File: src/rtl/clk_sync_select_pkg.sv
package clk_sync_select_pkg;
  typedef enum logic {
    SRC_INT = 1'b0,
    SRC_EXT = 1'b1
  } clk_src_e;
endpackage

File: src/rtl/sync_rise_det.sv
module sync_rise_det #(
  parameter int STAGES = 2
) (
  input  logic clk,
  input  logic rst_n,
  input  logic async_in,
  output logic rise
);
  // chain[STAGES-1] is the synchronized level; chain[STAGES] is its delayed copy
  logic [STAGES:0] chain;

  always_ff @(posedge clk or negedge rst_n) begin
    if (!rst_n) chain[0] <= 1'b0;
    else        chain[0] <= async_in;
  end

  for (genvar g = 1; g <= STAGES; g++) begin : g_stage
    always_ff @(posedge clk or negedge rst_n) begin
      if (!rst_n) chain[g] <= 1'b0;
      else        chain[g] <= chain[g-1];
    end
  end

  assign rise = chain[STAGES-1] & ~chain[STAGES];

  assert_rise_single_R3: assert property (@(posedge clk) disable iff (!rst_n)
    rise |=> !rise);
endmodule

File: src/rtl/tick_timeout.sv
module tick_timeout #(
  parameter int LIMIT = 2
) (
  input  logic clk,
  input  logic rst_n,
  input  logic restart,
  input  logic tick,
  output logic expire
);
  localparam int CW = $clog2(LIMIT + 1);
  logic [CW-1:0] cnt;

  always_ff @(posedge clk or negedge rst_n) begin
    if (!rst_n)                            cnt <= '0;
    else if (restart)                      cnt <= '0;
    else if (tick && cnt != CW'(LIMIT))    cnt <= cnt + 1'b1;
  end

  assign expire = tick && !restart && (cnt == CW'(LIMIT - 1));

  assert_cnt_saturates_R6: assert property (@(posedge clk) disable iff (!rst_n)
    cnt <= CW'(LIMIT));
  assert_restart_clears_R7: assert property (@(posedge clk) disable iff (!rst_n)
    restart |=> cnt == '0);
endmodule

File: src/rtl/src_selector.sv
module src_selector
  import clk_sync_select_pkg::*;
(
  input  logic clk,
  input  logic rst_n,
  input  logic edge_ok,
  input  logic tick,
  input  logic expire,
  output logic clk_en,
  output logic ext_active
);
  clk_src_e src_q, src_d;
  logic     pulse_d;

  always_comb begin
    src_d   = src_q;
    pulse_d = 1'b0;
    if (edge_ok) begin
      src_d   = SRC_EXT;
      pulse_d = 1'b1;
    end else if (src_q == SRC_EXT) begin
      if (expire) begin
        src_d   = SRC_INT;
        pulse_d = 1'b1;
      end
    end else begin
      pulse_d = tick;
    end
  end

  always_ff @(posedge clk or negedge rst_n) begin
    if (!rst_n) begin
      src_q  <= SRC_INT;
      clk_en <= 1'b0;
    end else begin
      src_q  <= src_d;
      clk_en <= pulse_d;
    end
  end

  assign ext_active = (src_q == SRC_EXT);

  assert_entry_on_boundary_R3: assert property (@(posedge clk) disable iff (!rst_n)
    $rose(ext_active) |-> clk_en);
  assert_exit_on_boundary_R6: assert property (@(posedge clk) disable iff (!rst_n)
    $fell(ext_active) |-> clk_en);
  assert_reset_internal_R1: assert property (@(posedge clk)
    !rst_n |=> !ext_active && !clk_en);
endmodule

File: src/rtl/clk_sync_select.sv
module clk_sync_select #(
  parameter int SYNC_STAGES   = 2,
  parameter int TIMEOUT_TICKS = 2
) (
  input  logic clk,
  input  logic rst_n,
  input  logic int_tick,
  input  logic sync_in,
  input  logic ss_active,
  output logic clk_en,
  output logic ext_active
);
  logic sync_rise, edge_ok, expire;

  sync_rise_det #(.STAGES(SYNC_STAGES)) u_det (
    .clk(clk), .rst_n(rst_n), .async_in(sync_in), .rise(sync_rise)
  );

  assign edge_ok = sync_rise & ~ss_active;

  tick_timeout #(.LIMIT(TIMEOUT_TICKS)) u_to (
    .clk(clk), .rst_n(rst_n), .restart(edge_ok), .tick(int_tick), .expire(expire)
  );

  src_selector u_sel (
    .clk(clk), .rst_n(rst_n), .edge_ok(edge_ok), .tick(int_tick),
    .expire(expire), .clk_en(clk_en), .ext_active(ext_active)
  );

  assert_softstart_blocks_R4: assert property (@(posedge clk) disable iff (!rst_n)
    $rose(ext_active) |-> !$past(ss_active));
endmodule

File: config.mk
export PLATFORM = sky130hd
export DESIGN_NAME = clk_sync_select
export DESIGN_NICKNAME = d
export VERILOG_FILES = /design/src/rtl/clk_sync_select_pkg.sv /design/src/rtl/sync_rise_det.sv /design/src/rtl/tick_timeout.sv /design/src/rtl/src_selector.sv /design/src/rtl/clk_sync_select.sv
export SDC_FILE = /design/constraint.sdc
export NUM_CORES = 1
export LEC_CHECK = 0
export BUFFER_PORTS_ARGS = -buffer_cell sky130_fd_sc_hd__buf_2
export CORE_AREA = 2 2 39 41
export CTS_BUF_LIST = sky130_fd_sc_hd__clkbuf_4
export CTS_CLUSTER_DIAMETER = 150
export DETAILED_ROUTE_END_ITERATION = 8
export DIE_AREA = 0 0 41 43
export PLACE_DENSITY = 0.51
export SYNTH_ARGS = -nofsm -noshare
export SYNTH_HDL_FRONTEND = slang
export SYNTH_HIERARCHICAL = 1
export SYNTH_SLANG_ARGS = --single-unit
File: constraint.sdc
create_clock -name clk -period 1.8 [get_ports clk]
set_input_delay 0 -clock clk [delete_from_list [all_inputs] [get_ports clk]]
set_output_delay 0 -clock clk [all_outputs]
set_load 0.02 [all_outputs]
# Yosys cells after proc, flatten, opt, wreduce, memory -nomap -nowiden
# Index checks and enable logic that the tools add are counted.
# word_totals
regBits,7
inputBits,5
out_inout_bits,2
wordCells,26
# classes
n_addsub,1
n_eq_ne,2
muxes,8
n_bitwise,4
n_reduce_logical,5
# ops
op,count
2-to-1 mux 1 bit,6
2-to-1 mux 2 bit,2
logical AND 1 bit,3
adder 2 x 1 -> 2 bit (second input constant),1
AND 1 bit,2
equality test 2 x 1 -> 1 bit (second input constant),1
!= test 2 bit (second input constant),1
inverter 1 bit,2
nonzero test 2 bit,1
zero test 1 bit,1

# Logic depth before layout (Yosys ltp)
# logic_depth
word_depth,9
mapped_depth,6
ltp_nobuf,6

# Cells and area by module
# The synthesis kept the hierarchy.
# by_module_without_submodules
module,n_inst,cells_each,area_each_um2,seq_area_each_um2
tick_timeout,1,14,138.9,50.0
sync_rise_det,1,4,88.8,75.1
src_selector,1,6,76.3,50.0
clk_sync_select,1,1,13.8,0.0

# Worst setup path before layout
# No wires, ideal clock.
# synth_path
path_type,reg2reg
startpoint,register u_to.cnt[0]
endpoint,register u_to.cnt[1]
setup_ps,95
arrival_ps,1241
t_required_ps,1705
setup_slack_ps,463
path_stages_with_launch,5
path_buffers,0
period_less_slack_ps,1337
path_cell_list,dfrtp_1 -> inv_1 -> ha_1 -> or4b_1 -> o31ai_1
# synth_via
elab_chain_cells,3
word_cells_on_any_way,6
cone_classes,add/sub: 1; eq/ne: 1; mux: 2; reduce/logical: 2
# synth_rtl
item,line_no,text
from (decl),tick_timeout.sv:11,logic [CW-1:0] cnt;
from (signal assigned),tick_timeout.sv:16,else if (tick && cnt != CW'(LIMIT)) cnt <= cnt + 1'b1;
adder 2 x 1 -> 2 bit or != test 2 bit (tied branches),tick_timeout.sv:16,
2-to-1 mux 2 bit or logical AND 1 bit (tied branches),tick_timeout.sv:16,
2-to-1 mux 2 bit or nonzero test 2 bit (tied branches),n/a,
# Several ways; a longest one is shown, not always the timed one. The select of a mux whose other input is x is not followed.
# A chain may end at the register's enable or synchronous reset.

# Worst setup path in the final report
# Ends and elaborated chain as after synthesis.

==> results by group <==
Clock tree
  • Clk slew on worst S/H paths: 60 ps
  • Resize count post-CTS: 0
  • H-tree depth: 1
  • TritonCTS clock tree: built
  • CTS Buf Count: 3
  • Clock tree root driver cell: clkbuf_4
  • Clk sinks: 7
  • Longest Clk Path Bufs: 2
  • Worst-skew pair later-pin latency: 250 ps

Yosys
  • Mean post-synth cell area: 12.7 um2
  • Most common cell in the netlist: dfrtp_1
  • Post-Syn Nets: 32
  • Post-Syn Area: 318 um2
  • Post-synth ARST share: 1.00
  • Part of the Yosys area used for sequential elements: 0.551
  • Commonest cells post-synth: dfrtp_1, inv_1
  • Synth Instances: 25
  • Yosys Warn Count: 6
  • Post-synth cell types: 13
  • Synth Register Bits: 7
  • Top_reg_cell synth: dfrtp_1
  • Synth area leader: dfrtp_1
  • Area contributors post-synth: dfrtp_1, nor2b_4, ha_1
  • Top cell type's share of synthesized area: 0.551
  • Post-synth EDFFs: 0

Placed design
  • Post-place instance area: 368 um2
  • Routability cong.: 0.647
  • DP HPWL: 440 um
  • Dpl cells: 47
  • Port bufs: 6

STA
  • F_max: 0.683 GHz
  • Final worst-path cycle share: 0.814
  • Max Slew Vio Count: 0
  • Relative slew slack: 0.845
  • Clk_skew: 8.64 ps
  • Hold Vio Cnt, Final: 0
  • Setup TNS Final: 0 ps
  • Worst-margin pin slew: 231 ps
  • Setup Viol. Count Final: 0
  • Minimum clock period: 1460 ps
  • RSZ-0062 raised after global routing: no

Global route
  • Global Route Usage Sum: 0.0884
  • Initial antenna violation count: 0
  • First-pass GRT wire length: 1020 um
  • Largest net degree at the start of global routing: 8
  • Vias in the first global route: 241
  • GRT Residual Overflow: 0

Setup path
  • Critical setup path kind: reg -> reg
  • R2r setup slk: 340 ps
  • Total stage count of the critical path: 4
  • R2R depth: 4
  • CP top delay family: simple AND/OR/NAND/NOR gates
  • Critical path data required time: 1940 ps
  • CP Buf/Inv Count: 1
  • CP Launch Type: flop
  • Worst path max stage delay: 520 ps
  • CP Cell Sequence: inv_1 -> ha_1 -> or4b_1 -> o31ai_1
  • Crit. End Element: flop
  • Worst flop-to-flop path endpoint: u_to/cnt[1]$_DFFE_PN0P_
  • R2R Path Start: u_to/cnt[0]$_DFFE_PN0P_
  • Critical-path top delay cell: or4b_1
  • Arr. time, crit path: 1610 ps
  • CP max FO: 4

Floorplanning
  • Core area: 1380 um2
  • Die X: 41 um
  • Io pins: 7
  • Die area: 1760 um2
  • FP Rows: 14
  • Initial Util: 0.230
  • Die height: 43 um

Routing
  • Routed wire length: 582 um
  • Residual DRC: 0
  • WL/cell: 11.0 um
  • Initial DRC count: 1
  • First-pass iteration count of the detailed router: 4
  • Post-route ant nets: 0
  • Vias: 214
  • Vias per inst: 4.04

Cells and area
  • Design area: 418 um2
  • Non-Filler Instances: 53
  • Antenna fix cells: 0
  • Fill cell instance count of the final layout: 145
  • Final net count: 45
  • Area growth syn-to-layout: 31.5%
  • Layout cells sized above 1: 0.378

Power
  • VDD IR max: 0.446 mV
  • NetSw: 0.000193 W
  • Reg power frac: 0.406
  • Leak: 0.210 nW
  • Sw Share: 0.328
  • Gate power share: 0.320
  • Cell Int Power: 0.000396 W
  • Pwr per Cell Area: 1410 nW/um2
  • Clock power frac: 0.274

Min path
  • Worst Hold Path EP: u_sel/ext_active$_DFF_PN0_
  • Hold crit path type: in -> reg
  • Hold Path Stages: 3
  • Hold_sp: ss_active

Status
  • Outcome: finished, final reports clean

Run
  • Max_cap viols: 0
==> cells in the final DEF, fill, tap and decap left out, drive strengths merged <==
| cell type | count |
|---|---|
| and2b | 1 |
| clkbuf | 4 |
| nor2 | 2 |
| buf | 6 |
| mux2 | 1 |
| inv | 3 |
| nor2b | 4 |
| a21o | 1 |
| or4b | 1 |
| o31ai | 1 |
| nand2 | 1 |
| ha | 2 |
| dlygate4sd3 | 2 |
| a211o | 1 |
| dfrtp | 7 |
==> cells by family after synthesis <==
| group | synth area share |
|---|---|
| muxes | 0.0354 |
| DFF | 0.551 |
| AOI/OAI and AO/OA | 0.0748 |
| adders and majority gates | 0.0787 |
| buffers and inverters | 0.0354 |
| and+or+nand+nor | 0.224 |
==> final cells by class <==
type,instances,area (um2),area share
timing repair buffer,8,50.0,0.120
multi-input combinational,15,131,0.314
tap,16,20.0,0.0479
inverter,3,11.3,0.0269
sequential,7,175,0.419
clock buffer,4,30.0,0.0719
==> worst max path at each step <==
| stage | start | endpoint | slack, ps |
|---|---|---|---|
| floorplan | u_to/cnt[0]$_DFFE_PN0P_ | u_to/cnt[1]$_DFFE_PN0P_ | 460 |
| global placement | u_to/cnt[0]$_DFFE_PN0P_ | u_to/cnt[1]$_DFFE_PN0P_ | 450 |
| detailed placement | u_to/cnt[0]$_DFFE_PN0P_ | u_to/cnt[1]$_DFFE_PN0P_ | 360 |
| CTS | u_to/cnt[0]$_DFFE_PN0P_ | u_to/cnt[1]$_DFFE_PN0P_ | 340 |
| global route | u_to/cnt[0]$_DFFE_PN0P_ | u_to/cnt[1]$_DFFE_PN0P_ | 270 |
| finish | u_to/cnt[0]$_DFFE_PN0P_ | u_to/cnt[1]$_DFFE_PN0P_ | 340 |
==> metrics by stage <==
stage	hold slack, ps	util	worst slack (ps)	total power (W)
after floorplan	-296	-	463	0.000365
after global placement	-163	0.266	445	0.000406
after detailed placement	-163	0.266	359	0.000427
after CTS	72.8	0.302	339	0.000597
after global routing	92.7	0.302	270	0.000635
final	77.8	0.302	335	0.000589
==> power groups by stage <==
stage	clock (W)	sequential [W]	combinational, W
finish	0.000161	0.000239	0.000189
global route	0.000177	0.000246	0.000211
CTS	0.000168	0.000239	0.000190
detailed placement	0	0.000241	0.000186
global placement	0	0.000235	0.000171
floorplan	0	0.000259	0.000106
==> flip-flops by register name, indices dropped and copies added (netlist names) <==
register          cells
u_det/chain           3
u_sel/clk_en          1
u_to/cnt              2
u_sel/ext_active      1
==> what timing repair did <==
item	4_1_cts	5_1_grt
hold endpoints to repair	8	0
hold buffers	2	0
buffers inserted	0	0
==> worst reg2reg max path: cells and delay by family (launching register included) <==
kind | cells | cell delay, ps
adders and majority gates | 1 | 280
AOI/OAI and AO/OA | 1 | 90
and+or+nand+nor | 1 | 520
DFF | 1 | 400
buffers and inverters | 1 | 70
==> per-layer routing <==
metal,vias up,part of all wire,wire length (um),global-route usage
li1,104,-,-,-
met1,104,0.41,236,0.0936
met4,0,0,0,0.0600
met5,-,0,0,0
met2,6,0.53,309,0.144
met3,0,0.064,37,0.0209
Power figures use the tool's default switching activity.
